===== config.mk =====
export PLATFORM = sky130hd
export DESIGN_NAME = rxq_top
export DESIGN_NICKNAME = d
export VERILOG_FILES = /design/src/rtl/rxq_pkg.sv /design/src/rtl/rxq_store.sv /design/src/rtl/rxq_level.sv /design/src/rtl/rxq_errstat.sv /design/src/rtl/rxq_top.sv
export SDC_FILE = /design/constraint.sdc
export NUM_CORES = 1
export LEC_CHECK = 0
export ABC_AREA = 1
export BUFFER_PORTS_ARGS = -buffer_cell sky130_fd_sc_hd__buf_4
export CORE_MARGIN = 4
export CORE_UTILIZATION = 25
export CTS_CLUSTER_DIAMETER = 100
export DETAILED_ROUTE_END_ITERATION = 6
export SLEW_MARGIN = 20
export SYNTH_ARGS = -nofsm -noshare
export SYNTH_HDL_FRONTEND = slang
export SYNTH_HIERARCHICAL = 1
export SYNTH_SLANG_ARGS = --single-unit

===== constraint.sdc =====
create_clock -name clk -period 2.4 [get_ports clk]
set_clock_uncertainty 0.2 [all_clocks]
set_input_delay 0.48 -clock clk [delete_from_list [all_inputs] [get_ports clk]]
set_output_delay 0.48 -clock clk [all_outputs]
set_load 0.05 [all_outputs]

===== src/rtl/rxq_pkg.sv =====
package rxq_pkg;
    localparam int RXQ_DW   = 8;
    localparam int CTL_W    = 8;
    localparam int ERR_W    = 4;
    localparam int STAT_W   = 9;
    // control bit positions
    localparam int CTL_EN    = 0;
    localparam int CTL_FLUSH = 1;
    // error word bit positions
    localparam int ERR_OVR = 0;
    localparam int ERR_PAR = 1;
    localparam int ERR_FRM = 2;
    localparam int ERR_BRK = 3;

    typedef struct packed {
        logic [CTL_W-1:0]  ctl;
        logic [RXQ_DW-1:0] hold;
        logic              ready;
        logic              ev_rx;
        logic              ev_err;
    } rxq_state_t;
endpackage


===== src/rtl/rxq_store.sv =====
module rxq_store #(
    parameter int DEPTH = 16,
    parameter int DW    = 8,
    parameter int AW    = 4
) (
    input  logic          clk,
    input  logic          we,
    input  logic [AW-1:0] waddr,
    input  logic [DW-1:0] wdata,
    input  logic [AW-1:0] raddr,
    output logic [DW-1:0] rdata
);
    logic [DW-1:0] mem_q [DEPTH];

    always_ff @(posedge clk) begin
        if (we) begin
            mem_q[waddr] <= wdata;
        end
    end

    assign rdata = mem_q[raddr];
endmodule


===== src/rtl/rxq_level.sv =====
module rxq_level #(
    parameter int DEPTH = 16,
    parameter int AW    = 4,
    parameter int CW    = 5
) (
    input  logic          clk,
    input  logic          rst_n,
    input  logic          flush,
    input  logic          wr_en,
    input  logic          rd_en,
    output logic [AW-1:0] wr_ptr,
    output logic [AW-1:0] rd_ptr,
    output logic [CW-1:0] count,
    output logic          full,
    output logic          empty
);
    logic [AW-1:0] wr_d, wr_q, rd_d, rd_q;
    logic [CW-1:0] cnt_d, cnt_q;

    function automatic logic [AW-1:0] bump(input logic [AW-1:0] p);
        return (p == AW'(DEPTH - 1)) ? '0 : p + 1'b1;
    endfunction

    always_comb begin
        wr_d  = wr_q;
        rd_d  = rd_q;
        cnt_d = cnt_q;
        if (flush) begin
            wr_d  = '0;
            rd_d  = '0;
            cnt_d = '0;
        end else begin
            if (wr_en) wr_d = bump(wr_q);
            if (rd_en) rd_d = bump(rd_q);
            case ({wr_en, rd_en})
                2'b10:   cnt_d = cnt_q + 1'b1;
                2'b01:   cnt_d = cnt_q - 1'b1;
                default: cnt_d = cnt_q;
            endcase
        end
    end

    always_ff @(posedge clk or negedge rst_n) begin
        if (!rst_n) begin
            wr_q  <= '0;
            rd_q  <= '0;
            cnt_q <= '0;
        end else begin
            wr_q  <= wr_d;
            rd_q  <= rd_d;
            cnt_q <= cnt_d;
        end
    end

    assign wr_ptr = wr_q;
    assign rd_ptr = rd_q;
    assign count  = cnt_q;
    assign full   = (cnt_q == CW'(DEPTH));
    assign empty  = (cnt_q == '0);
endmodule


===== src/rtl/rxq_errstat.sv =====
module rxq_errstat #(
    parameter int EW = 4
) (
    input  logic          clk,
    input  logic          rst_n,
    input  logic [EW-1:0] set,
    input  logic          rd_clr,
    output logic [EW-1:0] q
);
    logic [EW-1:0] err_d, err_q;

    always_comb begin
        if (rd_clr) err_d = set;
        else        err_d = err_q | set;
    end

    always_ff @(posedge clk or negedge rst_n) begin
        if (!rst_n) err_q <= '0;
        else        err_q <= err_d;
    end

    assign q = err_q;
endmodule


===== src/rtl/rxq_top.sv =====
module rxq_top
    import rxq_pkg::*;
#(
    parameter int DEPTH = 16
) (
    input  logic              clk,
    input  logic              rst_n,
    input  logic              ctl_we,
    input  logic [CTL_W-1:0]  ctl_wdata,
    output logic [CTL_W-1:0]  ctl_rdata,
    input  logic              push_valid,
    input  logic [RXQ_DW-1:0] push_data,
    input  logic              push_perr,
    input  logic              push_ferr,
    input  logic              push_brk,
    input  logic              pop,
    output logic [RXQ_DW-1:0] pop_data,
    output logic [STAT_W-1:0] fifo_stat,
    output logic              data_ready,
    input  logic              err_rd,
    output logic [ERR_W-1:0]  err_stat,
    output logic              ev_rx,
    output logic              ev_err
);
    localparam int AW = (DEPTH > 1) ? $clog2(DEPTH) : 1;
    localparam int CW = $clog2(DEPTH + 1);

    rxq_state_t st_d, st_q;

    logic              fifo_en, flush;
    logic              pop_ok, room, push_ok_f, push_ok_h, drop, empty_rd;
    logic [RXQ_DW-1:0] push_byte, mem_rdata;
    logic [AW-1:0]     wr_ptr, rd_ptr;
    logic [CW-1:0]     lvl_count;
    logic              lvl_full, lvl_empty;
    logic [ERR_W-1:0]  err_set;

    always_comb begin
        fifo_en   = st_q.ctl[CTL_EN];
        flush     = ctl_we & ctl_wdata[CTL_FLUSH];
        push_byte = push_brk ? '0 : push_data;

        pop_ok    = fifo_en & pop & ~lvl_empty;
        empty_rd  = fifo_en & pop & lvl_empty;
        room      = ~lvl_full | pop_ok;
        push_ok_f = fifo_en & push_valid & room & ~flush;
        drop      = fifo_en & push_valid & ~room & ~flush;
        push_ok_h = ~fifo_en & push_valid & ~flush;

        err_set          = '0;
        err_set[ERR_OVR] = drop;
        err_set[ERR_PAR] = push_valid & push_perr;
        err_set[ERR_FRM] = push_valid & push_ferr;
        err_set[ERR_BRK] = push_valid & push_brk;

        st_d        = st_q;
        st_d.ev_rx  = push_ok_f | push_ok_h;
        st_d.ev_err = drop | empty_rd;
        if (ctl_we) begin
            st_d.ctl            = ctl_wdata;
            st_d.ctl[CTL_FLUSH] = 1'b0;
        end
        if (push_ok_h) begin
            st_d.hold = push_byte;
        end

        if (flush) begin
            st_d.ready = 1'b0;
        end else if (fifo_en) begin
            if (push_ok_f)                              st_d.ready = 1'b1;
            else if (pop_ok && lvl_count == CW'(1))     st_d.ready = 1'b0;
        end else begin
            if (push_ok_h)                              st_d.ready = 1'b1;
            else if (pop)                               st_d.ready = 1'b0;
        end
    end

    always_ff @(posedge clk or negedge rst_n) begin
        if (!rst_n) st_q <= '0;
        else        st_q <= st_d;
    end

    rxq_store #(.DEPTH(DEPTH), .DW(RXQ_DW), .AW(AW)) u_store (
        .clk   (clk),
        .we    (push_ok_f),
        .waddr (wr_ptr),
        .wdata (push_byte),
        .raddr (rd_ptr),
        .rdata (mem_rdata)
    );

    rxq_level #(.DEPTH(DEPTH), .AW(AW), .CW(CW)) u_level (
        .clk    (clk),
        .rst_n  (rst_n),
        .flush  (flush),
        .wr_en  (push_ok_f),
        .rd_en  (pop_ok),
        .wr_ptr (wr_ptr),
        .rd_ptr (rd_ptr),
        .count  (lvl_count),
        .full   (lvl_full),
        .empty  (lvl_empty)
    );

    rxq_errstat #(.EW(ERR_W)) u_err (
        .clk    (clk),
        .rst_n  (rst_n),
        .set    (err_set),
        .rd_clr (err_rd),
        .q      (err_stat)
    );

    assign pop_data   = fifo_en ? (lvl_empty ? '0 : mem_rdata) : st_q.hold;
    assign fifo_stat  = {lvl_full, lvl_full ? 8'd0 : 8'(lvl_count)};
    assign data_ready = st_q.ready;
    assign ctl_rdata  = st_q.ctl;
    assign ev_rx      = st_q.ev_rx;
    assign ev_err     = st_q.ev_err;
endmodule


==> impl_results.md, run 1 <==
* Outcome: finished, violations left
* Failing checks: negative setup slack
* Die Y at 183 µm
* WS Path Type: reg -> out
* Die X at about 180 µm
* Skew-Pair Late Insertion Delay at 430 ps
* Peak Freq at 372 MHz
* Cell Pwr Density at 1010 mW/mm²
* First-pass GRT wire length at 29,300 µm
* Crit. End Element: primary output
* Fin nets at 936
* Vias per cell at 4.31
* Worst VDD drop at about 0.73 mV
* Worst reg2reg endpoint: u_level/count[4]$_DFFE_PN0P_
* Pint at 0.00608 W
* Top-area cell type share of the netlist area at 50.1%
* Yosys top cell by area: edfxtp_1
* Sequential share of the synthesized area at 61.5%
* Fin util at roughly 33%
* Met3 GRT Util at 2.82%
* Post-Route WL at 19,200 µm
* CTS root buf: clkbuf_16
* GRT Total Usage at 11.2%
* Via count at between 5,000 and 6,000
* Critical path peak fanout at 8
* Overflow after GRT at 0
* RSZ-0062 raised after global routing: true
* H-tree levels at 4
* CP required at 1720 ps
* Worst hold path type: in -> reg
* Busiest grt layer: met2
* Port Buffers at 52
* Routed Antenna Nets at 0
* Ranking of synthesized cells by area: edfxtp_1 (50%), nand2_1 (12%), dfrtp_1 (11%)
* Post-synthesis register bit count at 163
* EDFF count, synth at between 100 and 150
* Combinational share of power at 39.7%
* Flop2flop setup slack at 80 ps
* Sw power at 0.00377 W
* MaxCap Viol Count at 0
* P_leak at 4.36 nW
* Crit. Startpoint: u_level/rd_ptr[0]$_DFFE_PN0P_
* Register-to-Register Path Depth at 18
* Ys flop type: edfxtp_1
* Fin Setup TNS at -2130 ps
* GP Congestion at 0.752
* Vias in the first global route at about 5,500
* Final-report hold violation count at 0
* Fin crit share at 112%
* Residual DRC at 0
* CP endpoint: pop_data[0]
* Largest net degree at the start of global routing at 36
* Die area at roughly 0.034 mm²
* Fraction of layout cells with a size suffix above 1 at 25.2%
* Synth Cell Area at 0.00767 mm²
* DRT iter0 DRCs at 402
* TritonCTS clock tree: done
* Initial Utilization at 25.6%
* Detailed Routing Iterations Pass 1 at 5
* Net Sw Frac at between 30% and 40%
* Final Setup Violations at 8
* Warnings, synthesis at 6
* Dpl cells at 1,268
* Syn Area/Cell at 9.44 µm²
* CP arrival at 2010 ps
* Clock Sink Count at between 150 and 200
* Core area at 0.0300 mm²
* IO Count at 57
* Synth unique cells at 30
* Fin crit period at 2690 ps
* Met2 usage at 18.2%
* Place WS at -88.2 ps
* Clock power frac at 26.9%
* Antenna violations before repair at 0
* Routed len/inst at 14.6 µm
* Clock buffer depth at 2
* Reg power frac at approximately 33%
* CTS Buf Count at 17
* Fin cells at roughly 1,300
* Clock slew at reported path FFs at around 60 ps
* Worst Slack Setup Final at -291 ps
* Std cell rows at 63
* RR Startpoint: u_level/count[3]$_DFFE_PN0P_
* Slew at the pin with the worst max-slew slack at approximately 510 ps
* Synth Instances at about 800
* Slew headroom at 66.1%
* Area Overhead vs Synth at 27.5%
* Grt met1 use at 14.9%
* Async SR Flop Fraction at 21.5%
* Ant. Diodes at 0
* CP Launch Type: flop
* Final slew viol count at 0
* Post-DP HPWL at 11,900 µm
==> synth_stat cells (2+ instances only) <==
| master | instances |
|---|---|
| a21oi_1 | 4 |
| nand3_1 | 113 |
| o21ai_2 | 2 |
| edfxtp_1 | 128 |
| o21ai_0 | 20 |
| nand2_2 | 4 |
| buf_4 | 16 |
| buf_2 | 13 |
| nand2_1 | 235 |
| o22ai_1 | 3 |
| ha_1 | 4 |
| inv_2 | 7 |
| mux2_2 | 6 |
| inv_1 | 145 |
| buf_6 | 10 |
| dfrtp_1 | 35 |
| nand3b_1 | 3 |
| nor2_1 | 47 |
| o21ai_1 | 2 |
| nor2_4 | 3 |
| xor2_1 | 3 |
==> per-layer routing <==
layer,share of wire (%),routed length (µm)
met4,1.6,313
met5,0,0
met3,7.6,1450
met1,43,8290
met2,48,9100
==> critical path, stage by stage (launching register included) <==
cell and delay (ps):
dfrtp_2 490, inv_8 150, buf_12 140, nand2_1 50, nand2_1 60, nand2_1 50
nand3_1 120, nand3_1 100, nand2_2 80, nand2_1 50, o21ai_1 100, buf_6 180
==> cell families after synthesis <==
logic type / Yosys count / synth area share [%]
buffers and inverters: 193 / 11.5
muxes: 6 / 0.881
xor gates and xnor gates: 3 / 0.343
and+or+nand+nor: 408 / 22.6
AOI/OAI and AO/OA: 34 / 2.48
other: 1 / 0.0489
DFF: 163 / 61.5
adders and majority gates: 4 / 0.653
==> final cells by class <==
cell class,count,area (µm²)
Multi-Input combinational cell,459,2340
Timing Repair Buffer,113,1060
Inverter,153,592
Clock inverter,15,151
Tap cell,390,488
Fill cell,3044,20200
Clock buffer,17,425
Sequential cell,163,4720
==> layout by cell type (no fill, tap or decap), types with 2 or more instances in the layout <==
master | synthesis | final
dfrtp_1 | 35 | 33
dfrtp_2 | 0 | 2
clkinv_2 | 0 | 2
nand2_4 | 1 | 2
nand3_2 | 1 | 36
o21ai_2 | 2 | 7
ha_1 | 4 | 4
o22ai_1 | 3 | 3
clkbuf_16 | 0 | 20
nand2_2 | 4 | 17
nor2_4 | 3 | 6
inv_6 | 0 | 5
inv_2 | 7 | 5
inv_1 | 145 | 143
buf_12 | 0 | 7
buf_4 | 16 | 89
nand3_1 | 113 | 78
inv_8 | 0 | 2
nand3b_1 | 3 | 3
nor2_1 | 47 | 43
clkinv_4 | 0 | 2
o21ai_1 | 2 | 4
o21ai_0 | 20 | 13
a21oi_1 | 4 | 4
conb_1 | 1 | 4
edfxtp_1 | 128 | 128
clkinvlp_4 | 0 | 3
nand2_1 | 235 | 221
inv_4 | 1 | 4
xor2_1 | 3 | 3
buf_6 | 10 | 11
mux2_2 | 6 | 6
==> power groups by stage <==
stage / sequential [W] / clock, W / combinational (W)
detailed placement: 0.00332 / 0 / 0.00324
global placement: 0.00332 / 0 / 0.00320
floorplan: 0.00336 / 0 / 0.00217
finish: 0.00329 / 0.00265 / 0.00391
global route: 0.00330 / 0.00284 / 0.00422
CTS: 0.00327 / 0.00270 / 0.00351
==> state kept, by name (all words and copies together), names as in the netlist <==
name / cells
u_store/mem_q: 128
st_q: 8
ev_rx: 1
u_level/count: 5
u_level/wr_ptr: 4
ev_err: 1
u_err/q: 4
data_ready: 1
u_level/rd_ptr: 4
ctl_rdata: 7
==> repair_timing <==
action,in CTS,in global routing
setup buffers,2,3
setup endpoints to repair,10,11
resized for setup,18,75
pin swaps,2,13
cloned,2,3
hold buffers,1,0
endpoints found under the hold margin,35,0
==> worst min path at each step <==
stage	startpoint	to	slack (ps)	cells after the start
floorplan	rst_n	ctl_rdata[0]$_DFFE_PN0P_	-20	0
global placement	u_err/q[3]$_DFF_PN0_	u_err/q[3]$_DFF_PN0_	260	2
CTS	ctl_wdata[0]	ctl_rdata[0]$_DFFE_PN0P_	50	3
detailed placement	u_err/q[3]$_DFF_PN0_	u_err/q[3]$_DFF_PN0_	270	2
global route	ctl_wdata[0]	ctl_rdata[0]$_DFFE_PN0P_	60	3
finish	ctl_wdata[0]	ctl_rdata[0]$_DFFE_PN0P_	60	3
==> per-stage QoR <==
stage | hold slack, ps | total power [W] | area, µm²
after floorplan | -15.6 | 0.00554 | 7680
after global placement | 258 | 0.00652 | 8710
after detailed placement | 271 | 0.00657 | 8710
after CTS | 51.3 | 0.00948 | 9440
after global routing | 62.3 | 0.0104 | 9780
final | 63.2 | 0.00985 | 9780
Note: power is estimated with default switching activity, not from simulation.
==> inputs of run 2 (changes only) <==
TNS_END_PERCENT = 30   (was unset)
==> run 2 against run 1 <==
The run still ends with negative setup slack left. Maximum frequency down 0.40%. Sequential power about the same. Flip-flop and latch count unchanged. Die area is the same. Hold slack got worse by 0.93 ps. Core utilization rose by 0.29 points. Cell count grew 0.15%. Non-clock buffer count is 2 higher. Combinational power rose by 3%. Critical path type unchanged. Critical endpoint is now pop_data[2].
==> impl_results.md, run 2 (synthesized netlist as in run 1, its figures left out) <==
* Outcome: finished, violations left
* Failing checks: negative setup slack
* Detailed Routing Iterations Pass 1 at 5
* Fraction of layout cells with a size suffix above 1 at 26.9%
* Clock Sink Count at 163
* CP arrival at 2020 ps
* Min-delay src: ctl_wdata[0]
* Slew headroom at 66.5%
* Routed len/inst at 14.7 µm
* Crit. End Element: primary output
* Clock slew at reported path FFs at about 60 ps
* H-tree levels at 4
* IO Count at 57
* Routed Antenna Nets at 0
* Vias in the first global route at ~5,500
* WS Path Type: reg -> out
* Initial Utilization at between 20% and 30%
* Final Setup Violations at 8
* Post-Route WL at about 19,000 µm
* Fin Setup TNS at -2070 ps
* Worst Slack Setup Final at -301 ps
* Most common cell after layout, fill and taps aside: nand2_1
* Fin util at between 30% and 40%
* Worst VDD drop at approximately 0.76 mV
* Clock buffer depth at 2
* Biggest register: u_store/mem_q
* Cell Pwr Density at 1010 mW/mm²
* GP Congestion at 0.752
* Die area at 0.0335 mm²
* CTS root buf: clkbuf_16
* GRT Total Usage at 11.2%
* Peak Freq at 370 MHz
* RR Startpoint: u_level/count[3]$_DFFE_PN0P_
* First-pass GRT wire length at between 20,000 and 30,000 µm
* Max reg flops at 128
* Skew-Pair Late Insertion Delay at 430 ps
* Std cell rows at 63
* Final slew viol count at 0
* Largest net degree at the start of global routing at 36
* DRT iter0 DRCs at about 410
* MaxCap Viol Count at 0
* Via count at about 5,600
* Fin crit share at 113%
* Overflow after GRT at 0
* Residual DRC at 0
* Post-layout instance area at 0.00987 mm²
* CP required at 1720 ps
* P_leak at approximately 4.4 nW
* Area Overhead vs Synth at 28.7%
* Dpl cells at 1,268
* Core area at roughly 0.03 mm²
* Fin cells at 1,312
* Commonest cells after routing, fill and taps aside: nand2_1 (216), inv_1 (143), edfxtp_1 (128)
* Worst hold path type: in -> reg
* Post-DP HPWL at roughly 12,000 µm
* CTS Buf Count at 17
* Vias per cell at 4.28
* TritonCTS clock tree: done
* Slew at the pin with the worst max-slew slack at 503 ps
* Die Y at 183 µm
* Ant. Diodes at 0
* Critical path peak fanout at 8
* Final-report hold violation count at 0
* Antenna violations before repair at 0
* Die X at ~180 µm
* Fin nets at 938
* CP Launch Type: flop
* Area after DPL at 0.00871 mm²
* Fin crit period at 2700 ps
* RSZ-0062 raised after global routing: true
* Port Buffers at between 50 and 60
* Crit. Startpoint: u_level/rd_ptr[0]$_DFFE_PN0P_
## run 2: cell types whose count changed in the layout (fill, tap and decap cells not counted), sizes merged
cell and delta:
buf +2
## run 2: cell type report
cell class | instances | area [µm²]
well taps | 390 | 488
inverters | 153 | 592
fillers | 3031 | 20100
flip-flops and latches | 163 | 4720
multi-input cells | 459 | 2410
clock inverters | 15 | 151
repair buffers | 115 | 1070
clock buffers | 17 | 425
## run 2: where the power goes
group / switching (W) / leakage (nW) / internal, W
Combinational: 0.00251 / 2.50 / 0.00150
Sequential: 0.000107 / 1.61 / 0.00318
Clock: 0.00120 / 0.276 / 0.00146
## run 2: worst paths after layout
path                                            endpoint  slack (ps)  cells past startpoint
hold reg to reg                     u_err/q[3]$_DFF_PN0_         280                      2
max in group asynchronous  u_level/rd_ptr[0]$_DFFE_PN0P_        1260                      2
hold / removal                  ctl_rdata[0]$_DFFE_PN0P_          60                      3
setup / recovery                             pop_data[2]        -300                     10
min in group asynchronous                ev_rx$_DFF_PN0_         370                      2
setup reg to reg            u_level/count[4]$_DFFE_PN0P_          60                     17
## run 2: routing by layer
layer  vias up  GRT usage [%]  part of all wire, %
met2       184           18.2                   48
li1       2762              -                    -
met4         0           2.92                  1.7
met1      2640           14.9                   43
met5         -              0                    0
met3        25           2.82                  7.2
## run 2: metrics by stage
step | setup slack, ps | hold slack (ps) | total power, W
after global routing | -369 | 62.3 | 0.0105
after detailed placement | -88.2 | 271 | 0.00657
after global placement | 2.65 | 258 | 0.00652
after CTS | -339 | 51.3 | 0.00947
final | -301 | 62.3 | 0.00995
after floorplan | 3.29 | -15.6 | 0.00554
## run 2: critical path, cell delays in order (launching register included)
cell and delay, ps:
dfrtp_2 490, inv_8 150, clkbuf_16 180, nand2_1 50, nand3_1 60, nand3_1 140
nand3_1 150, nand2_2 70, nand2_2 70, o21ai_2 60, buf_6 150
## run 2: timing repair
item,in CTS,in global routing
endpoints found under the setup margin,10,33
endpoints found under the hold margin,35,0
gates cloned,2,3
hold buffers,1,0
buffers inserted,2,5
resized for setup,13,96
pin swaps,0,15
==> inputs of run 3 (changes only) <==
BUFFER_PORTS_ARGS = -buffer_cell sky130_fd_sc_hd__buf_2   (was -buffer_cell sky130_fd_sc_hd__buf_4)
==> run 3 against run 2 <==
Worst setup slack better by 19 ps. Global-route usage is 0.17 points lower. Die area unchanged. Register-to-register slack better by 30 ps. Critical path type unchanged. Highest routed layer unchanged. The run ends with design-rule violations, negative setup slack left.
==> impl_results.md, run 3 (synthesized netlist as in run 1, its figures left out) <==
* Sw power at 0.00405 W
* TritonCTS clock tree: done
* Clock power frac at 25.6%
* GRT Total Usage at 11.0%
* Net Sw Frac at a little under 40%
* Final-report hold violation count at 0
* FILL cells at 3,022
* Final slew viol count at 0
* Fin cells at 1,321
* Combinational share of power at 42.6%
* Post-Route WL at 19,800 µm
* Via count at 5,799
* IO Count at 57
* Failing checks: design-rule violations, negative setup slack
* Initial Utilization at 25.6%
* Std cell rows at 63
* Final Setup Violations at 8
* Die X at 183 µm
* Detailed Routing Iterations Pass 1 at 7
* CP Launch Type: flop
* Area Overhead vs Synth at 31.8%
* Worst hold path type: in -> reg
* RSZ-0062 raised after global routing: true
* Reg power frac at a little under a third
* Overflow after GRT at 0
* GP Congestion at 0.850
* Clock slew at reported path FFs at ~70 ps
* Skew-Pair Late Insertion Delay at 420 ps
* Outcome: finished, violations left
* Most common cell after layout, fill and taps aside: nand2_1
* Critical path peak fanout at 8
* Biggest register: u_store/mem_q
* Place WS at -12.6 ps
* Routed Antenna Nets at 0
* Max reg flops at 128
* Peak Freq at 373 MHz
* Fin crit share at 112%
* Vias in the first global route at 5,485
* Antenna violations before repair at 0
* H-tree levels at 4
* Port Buffers at 52
* Routed len/inst at around 15 µm
* Commonest cells after routing, fill and taps aside: nand2_1 (202), inv_1 (140), edfxtp_1 (128)
* Crit. End Element: primary output
* Ant. Diodes at 0
* Register-to-Register Path Depth at 22
* CP arrival at approximately 2000 ps
* Clock buffer depth at 2
* Fin nets at 947
* Die area at 0.0335 mm²
* WS Path Type: reg -> out
* P_leak at roughly 4.5 nW
* Vias per cell at between 4 and 5
* First-pass GRT wire length at a little under 30,000 µm
* Worst VDD drop at 0.849 mV
* CTS root buf: clkbuf_16
* CTS Buf Count at 17
* MaxCap Viol Count at 0
* Fin crit period at 2680 ps
* Core area at 0.0300 mm²
* DRT iter0 DRCs at 524
* Clock Sink Count at about 160
* Pint at approximately 0.0063 W
* Dpl cells at 1,274
* Post-DP HPWL at between 10,000 and 15,000 µm
* Fraction of layout cells with a size suffix above 1 at 31.9%
* Die Y at about 180 µm
* Worst Slack Setup Final at -282 ps
* CP required at 1720 ps
* Largest net degree at the start of global routing at 36
* Cell Pwr Density at 1020 mW/mm²
* Hold Crit Depth at 3
* Residual DRC at 2
## run 3: critical path, cell delays in order (launching register included)
cell	delay, ps
dfrtp_2	480
clkinv_8	160
clkbuf_16	200
nand2_1	80
nand3_1	110
nand3_2	120
nand3_2	80
nand2_2	70
nand2_2	50
o21ai_2	60
buf_6	170
## run 3: timing repair
item	4_1_cts	5_1_grt
resized for setup	29	140
hold buffers	1	0
endpoints found under the hold margin	35	0
pin swaps	0	46
endpoints found under the setup margin	9	47
gates cloned	1	8
buffers inserted	0	6
## run 3: metal layers
metal	part of all wire (%)	track usage [%]	vias to the layer above	wire length, µm
li1	-	-	2785	-
met3	6.7	2.70	13	1330
met5	0	0	-	0
met2	47	17.7	190	9380
met4	0.90	1.88	0	177
met1	45	15.4	2811	8890
## run 3: worst paths after layout
kind	startpoint	endpoint	slack, ps
setup / recovery	u_level/rd_ptr[0]$_DFFE_PN0P_	pop_data[0]	-280
hold / removal	ctl_wdata[0]	ctl_rdata[0]$_DFFE_PN0P_	70
setup reg to reg	u_level/count[3]$_DFFE_PN0P_	u_level/count[4]$_DFFE_PN0P_	90
hold reg to reg	u_err/q[0]$_DFF_PN0_	u_err/q[0]$_DFF_PN0_	280
max in group asynchronous	rst_n	u_level/rd_ptr[3]$_DFFE_PN0P_	1360
min in group asynchronous	rst_n	u_level/count[1]$_DFFE_PN0P_	220
## run 3: layout make-up
type / count / area (µm²) / area share [%]
timing repair buffer: 124 / 1130 / 11.2
tap: 390 / 488 / 4.83
multi-input combinational: 459 / 2590 / 25.6
clock buffer: 17 / 425 / 4.21
clock inverter: 15 / 159 / 1.57
inverter: 153 / 594 / 5.88
sequential: 163 / 4720 / 46.7
## run 3: power groups by stage
stage               clock (W)  combinational [W]  sequential, W
detailed placement          0            0.00313        0.00332
CTS                   0.00269            0.00334        0.00327
floorplan                   0            0.00217        0.00336
global route          0.00286            0.00472        0.00330
finish                0.00265            0.00440        0.00328
global placement            0            0.00312        0.00331
## run 3: per-stage QoR
| step | TNS, ps | instance area [µm²] | hold WS (ps) | util, % | total power (W) |
|---|---|---|---|---|---|
| after detailed placement | -12.6 | 8630 | 111 | 28.8 | 0.00645 |
| final | -2140 | 10100 | 74.9 | 33.8 | 0.0103 |
| after CTS | -2110 | 9350 | 56.7 | 31.2 | 0.00930 |
| after global routing | -2820 | 10100 | 66.8 | 33.8 | 0.0109 |
| after global placement | 0 | 8630 | 111 | 28.8 | 0.00644 |
| after floorplan | 0 | 7680 | -15.6 | - | 0.00554 |
